**config.mk**
```make
export PLATFORM = sky130hd
export DESIGN_NAME = irq_prio_arbiter
export DESIGN_NICKNAME = d
export VERILOG_FILES = /design/src/rtl/irq_arb_pkg.sv /design/src/rtl/irq_arb_tree.sv /design/src/rtl/irq_arb_core.sv /design/src/rtl/irq_prio_arbiter.sv
export SDC_FILE = /design/constraint.sdc
export NUM_CORES = 2
export LEC_CHECK = 0
export ABC_CLOCK_PERIOD_IN_PS = 1050
export BUFFER_PORTS_ARGS = -buffer_cell sky130_fd_sc_hd__buf_2
export CAP_MARGIN = 30
export CORE_MARGIN = 1.5
export CORE_UTILIZATION = 30
export CTS_CLUSTER_DIAMETER = 80
export DETAILED_ROUTE_END_ITERATION = 10
export PLACE_DENSITY = 0.58
export SYNTH_ARGS = -nofsm -noshare
export SYNTH_HDL_FRONTEND = slang
export SYNTH_SLANG_ARGS = --single-unit
```
**constraint.sdc**
```tcl
create_clock -name clk -period 1.05 [get_ports clk]
set_input_delay 0.1575 -clock clk [delete_from_list [all_inputs] [get_ports clk]]
set_output_delay 0.1575 -clock clk [all_outputs]
set_load 0.05 [all_outputs]
```
**src/rtl/irq_arb_pkg.sv**
```systemverilog
package irq_arb_pkg;
   localparam int PRIO_W      = 8;
   localparam int RUN_W       = PRIO_W + 1;
   localparam int ID_W        = 10;
   localparam int PRIVATE_IDS = 32;
   localparam logic [ID_W-1:0]  SPURIOUS_ID = 10'd1023;
   localparam logic [RUN_W-1:0] IDLE_PRIO   = 9'h100;

   typedef struct packed {
      logic [RUN_W-1:0] prio;
      logic [ID_W-1:0]  id;
   } cand_t;
endpackage

```
**src/rtl/irq_arb_tree.sv**
```systemverilog
module irq_arb_tree
   import irq_arb_pkg::*;
#(
   parameter int NUM_SRC = 64
) (
   input  logic [NUM_SRC-1:0]        valid,
   input  logic [NUM_SRC*PRIO_W-1:0] prio,
   output cand_t                     win
);
   localparam int LEAVES = 1 << $clog2(NUM_SRC);
   localparam int NODES  = 2 * LEAVES - 1;

   cand_t node [NODES];

   for (genvar i = 0; i < LEAVES; i++) begin : g_leaf
      if (i < NUM_SRC) begin : g_real
         assign node[LEAVES-1+i].prio = valid[i] ? {1'b0, prio[i*PRIO_W +: PRIO_W]} : IDLE_PRIO;
         assign node[LEAVES-1+i].id   = ID_W'(i);
      end else begin : g_pad
         assign node[LEAVES-1+i].prio = IDLE_PRIO;
         assign node[LEAVES-1+i].id   = ID_W'(0);
      end
   end

   // Left subtree holds lower IDs; right wins only when strictly more urgent.
   for (genvar k = 0; k < LEAVES - 1; k++) begin : g_node
      assign node[k] = (node[2*k+2].prio < node[2*k+1].prio) ? node[2*k+2] : node[2*k+1];
   end

   assign win = node[0];
endmodule

```
**src/rtl/irq_arb_core.sv**
```systemverilog
module irq_arb_core
   import irq_arb_pkg::*;
#(
   parameter int NUM_SRC = 64
) (
   input  logic                      clk,
   input  logic                      rst_n,
   input  logic [1:0]                dist_grp_en,
   input  logic [1:0]                core_grp_en,
   input  logic [NUM_SRC-1:0]        en,
   input  logic [NUM_SRC-1:0]        pend,
   input  logic [NUM_SRC-1:0]        tgt,
   input  logic [NUM_SRC*PRIO_W-1:0] prio,
   input  logic [PRIO_W-1:0]         pmask,
   input  logic [RUN_W-1:0]          run_prio,
   output logic [ID_W-1:0]           hp_id,
   output logic                      req
);
   logic [NUM_SRC-1:0] cand;
   cand_t              win;
   logic               gate_on;
   logic               shown;
   logic               fire;

   for (genvar i = 0; i < NUM_SRC; i++) begin : g_cand
      localparam bit PRIV = (i < PRIVATE_IDS);
      assign cand[i] = en[i] & pend[i] & (tgt[i] | PRIV);
   end

   irq_arb_tree #(.NUM_SRC(NUM_SRC)) u_tree (
      .valid (cand),
      .prio  (prio),
      .win   (win)
   );

   always_comb begin
      gate_on = (|dist_grp_en) & (|core_grp_en);
      shown   = gate_on && (win.prio < {1'b0, pmask});
      fire    = shown && (win.prio < run_prio);
   end

   always_ff @(posedge clk or negedge rst_n) begin
      if (!rst_n) begin
         hp_id <= SPURIOUS_ID;
         req   <= 1'b0;
      end else begin
         hp_id <= shown ? win.id : SPURIOUS_ID;
         req   <= fire;
      end
   end

   p_win_is_cand_r1: assert property (@(posedge clk) disable iff (!rst_n)
      (win.prio != IDLE_PRIO) |-> cand[win.id[$clog2(NUM_SRC)-1:0]]);
   p_none_r5: assert property (@(posedge clk) disable iff (!rst_n)
      (cand == '0) |=> (hp_id == SPURIOUS_ID && !req));
   p_mask_r6: assert property (@(posedge clk) disable iff (!rst_n)
      (hp_id != SPURIOUS_ID) |-> ($past(win.prio) < {1'b0, $past(pmask)}));
   p_req_has_id_r7: assert property (@(posedge clk) disable iff (!rst_n)
      req |-> (hp_id != SPURIOUS_ID));
   p_run_block_r7: assert property (@(posedge clk) disable iff (!rst_n)
      (win.prio >= run_prio) |=> !req);
   p_gate_r8: assert property (@(posedge clk) disable iff (!rst_n)
      (dist_grp_en == 2'b00 || core_grp_en == 2'b00) |=> (hp_id == SPURIOUS_ID && !req));
endmodule

```
**src/rtl/irq_prio_arbiter.sv**
```systemverilog
module irq_prio_arbiter
   import irq_arb_pkg::*;
#(
   parameter int NUM_SRC  = 64,
   parameter int NUM_CORE = 2
) (
   input  logic                         clk,
   input  logic                         rst_n,
   input  logic [1:0]                   dist_grp_en,
   input  logic [2*NUM_CORE-1:0]        core_grp_en,
   input  logic [NUM_CORE*NUM_SRC-1:0]  src_en,
   input  logic [NUM_CORE*NUM_SRC-1:0]  src_pend,
   input  logic [NUM_SRC*NUM_CORE-1:0]  src_tgt,
   input  logic [PRIO_W*NUM_SRC-1:0]    src_prio,
   input  logic [PRIO_W*NUM_CORE-1:0]   core_pmask,
   input  logic [RUN_W*NUM_CORE-1:0]    core_run_prio,
   output logic [ID_W*NUM_CORE-1:0]     hp_id,
   output logic [NUM_CORE-1:0]          irq_req
);
   if (NUM_SRC % 32 != 0 || NUM_SRC < 32 || NUM_SRC > 992) begin : g_bad_src
      $error("NUM_SRC must be a multiple of 32 between 32 and 992");
   end
   if (NUM_CORE < 1 || NUM_CORE > 8) begin : g_bad_core
      $error("NUM_CORE must be between 1 and 8");
   end

   for (genvar c = 0; c < NUM_CORE; c++) begin : g_core
      logic [NUM_SRC-1:0] tgt_col;
      for (genvar i = 0; i < NUM_SRC; i++) begin : g_col
         assign tgt_col[i] = src_tgt[i*NUM_CORE+c];
      end

      irq_arb_core #(.NUM_SRC(NUM_SRC)) u_core (
         .clk         (clk),
         .rst_n       (rst_n),
         .dist_grp_en (dist_grp_en),
         .core_grp_en (core_grp_en[c*2 +: 2]),
         .en          (src_en[c*NUM_SRC +: NUM_SRC]),
         .pend        (src_pend[c*NUM_SRC +: NUM_SRC]),
         .tgt         (tgt_col),
         .prio        (src_prio),
         .pmask       (core_pmask[c*PRIO_W +: PRIO_W]),
         .run_prio    (core_run_prio[c*RUN_W +: RUN_W]),
         .hp_id       (hp_id[c*ID_W +: ID_W]),
         .req         (irq_req[c])
      );
   end
endmodule

```
==> metrics <==
Worst-Margin Slew=~0.94 ns; CP max FO=6; fin crit period=12.74 ns; Final Power=roughly 0.28 W; Final Core Density=0.5341; drc violations=0; CTS tree=yes; Vert. Die Dim=about 400 um; fin nets=about 13000; DIE AREA=around 160000 um^2; dpl cells=between 10000 and 15000; Initial DRT Pass Iterations=5; # IOs=960; GRT Residual Overflow=0; Critical Path AT=12.94 ns; Core Box Area=~160000 um^2; row cnt=145; Final Hold Viols=0; top layer in use=met5; WL met2=114900 um; via count=approximately 70000; Die W=about 400 um; synthesized instance count=7209; FF+latch count, synth=16; total track usage=0.2955; P_leak=about 45 nW; clk buf depth=2; P per Cell Area=about 3300 nW/um^2; Setup WS post-layout=-11.69 ns; relative slew slack=0.3559; YS warnings=0; clock root cell=clkbuf_16; largest net degree at the start of global routing=17; M1 WL=a little over 100000 um; Hold Crit Class=primary input to flop; RSZ-0062 raised after global routing=true; Antenna Nets Post-Route=0; routed len/inst=18.61 um; worst vdd ir=slightly below 6 mV; Post-Syn Area=between 40000 and 50000 um^2; Area Growth Syn to Fin=77.03%; fin cells=13410; Place WS=-12.57 ns; failing checks=negative setup slack; DR vias/cell=slightly above 5; gp weighted congestion=1.009; ys async rst share=1.000; Routed met3 length=18860 um; Max-Cap Viols=0; final setup vio count=38; outcome=complete, but fails checks; fin. max-slew vios=0; Slowest-stage cell, CP=a311oi_4; CP endpoint kind=flop; first-pass GRT wire length=around 370000 um; Syn Nets=9111; top_reg_cell synth=dfstp_2; fill count=between 15000 and 20000; ratio of cells with drive above 1 in the final layout=0.4619; critical path type=primary input to flop; dpl hpwl=approximately 220000 um; number of port buffers=between 800 and 900; register area share after synthesis=0.008878; fmax=just under 80 MHz; vias in the first global route=about 69000; cts bufs inserted=3; CTS Sinks=16; number of enable flip-flop cells after synthesis=0; Reg clk slew, reported paths=roughly 0.050 ns; mean post-synth cell area=~6.5 um^2; hold slack=about 0.32 ns; WL final=roughly 250000 um; initial antenna violation count=91; period utilization=12.14; Startpoint Class=primary input; htree depth=1; starting DRC count in detailed routing=between 4000 and 5000; Critical Path Max Stage Delay=0.38 ns; Initial Util=0.3017; library cells used by synthesis=94; Most common cell on crit path=a21o_1; critical path data required time=approximately 1.2 ns
## layer usage
layer / vias up / global-route usage
li1: 34390 / -
met1: 32240 / 0.3615
met2: 2252 / 0.5092
met3: 578 / 0.05204
met4: 70 / 0.1175
met5: - / 0
## power by group
group	leakage [nW]	internal, W	switching (W)
logic	45.1	0.143	0.132
registers	0.175	0.00102	0.000243
clock network	0.0373	0.000501	0.000247
total	45.3	0.144	0.132
## synthesized netlist by cell type (43+ instances only)
cell type     n  area, um^2
nand2_1    1163        4365
ha_1        964       12060
inv_1       690        2590
o21ai_0     594        2973
a21oi_1     477        2387
nor2_1      415        1558
a21o_1      300        2252
mux2i_1     259        2592
clkbuf_1    256       960.9
and2_1      214        1339
nand3_1     207        1036
nand4_1     192        1201
and3_1      168        1051
mux2_2      167        1881
o21a_1      123       923.4
a31oi_1     120       750.7
nand2b_1     73       456.7
a211oi_1     65       488.0
o211ai_1     64       480.5
nor3_1       53       265.3
nor2b_1      50       312.8
a31o_2       43       376.6
## through the flow
step	setup TNS (ns)	instance area, um^2
finish	-188.76	83330
CTS	-184.48	81870
global placement	-195.44	78510
floorplan	-185.23	48590
detailed placement	-200.01	78510
global route	-199.51	83240
## flip-flops by register name, summed over array words and instances, names as in the netlist
name                 cells
g_core.u_core.hp_id     14
g_core.u_core.req        2
## path summary, 6_finish.rpt
check | to | cells past startpoint | startpoint
setup / recovery | g_core[1].u_core.req | 76 | src_pend[109]
hold / removal | g_core[1].u_core.req | 3 | core_run_prio[9]
max in group asynchronous | g_core[0].u_core.hp_id[1] | 2 | rst_n
min in group asynchronous | g_core[1].u_core.req | 2 | rst_n
## cells by family (layout without fill, tap and decap cells)
group / after synthesis / count (layout) / share of synthesized area
mux: 427 / 427 / 0.09535
xor+xnor: 4 / 4 / 0.0007444
buf+inv: 994 / 5076 / 0.08036
other cells: 0 / 53 / 0
compound gates: 2137 / 2143 / 0.2910
flops: 16 / 16 / 0.008878
simple gates: 2658 / 2660 / 0.2656
fa+ha+maj: 973 / 973 / 0.2582
## cells in the final DEF (no fill, tap or decap), drive strengths merged, types with 16 or more instances in the layout
cell     count
a211o       35
a211oi      66
a21boi      17
a21o       301
a21oi      478
a31o        45
a31oi      120
and2       217
and3       171
and4        34
buf       4371
diode       53
ha         964
inv        693
mux2       168
mux2i      259
nand2     1163
nand2b      73
nand3      207
nand4      192
nor2       416
nor2b       50
nor3        53
o2111ai     17
o211ai      64
o21a       124
o21ai      602
o21bai      20
o221ai      17
o22ai       20
o31ai       23
or2         35
or3         16
## what timing repair did
action,in CTS,in global routing
hold buffers,1,0
gates cloned,11,2
setup buffers,173,49
endpoints found under the setup margin,38,38
pin swaps,156,119
gates resized for setup,530,252
endpoints found under the hold margin,2,0
## worst max-delay path, delay by kind of cell
| kind | cells | cell delay [ns] |
|---|---|---|
| adder cells (fa/ha/maj) | 7 | 1.65 |
| AO/OA/AOI/OAI | 40 | 7.13 |
| AND/OR/NAND/NOR | 13 | 1.54 |
| buffers and inverters | 12 | 1.33 |
| multiplexers | 4 | 1.09 |
## final cells by class
type | instances | area, um^2 | share of cell area
well taps | 2058 | 2575 | 0.03090
flip-flops and latches | 16 | 425.4 | 0.005105
diodes | 53 | 132.6 | 0.001592
repair buffers | 4374 | 31390 | 0.3767
clock buffers | 3 | 75.07 | 0.0009009
multi-input cells | 6207 | 46100 | 0.5532
inverters | 699 | 2630 | 0.03156
(Power assumes the default switching activity.)
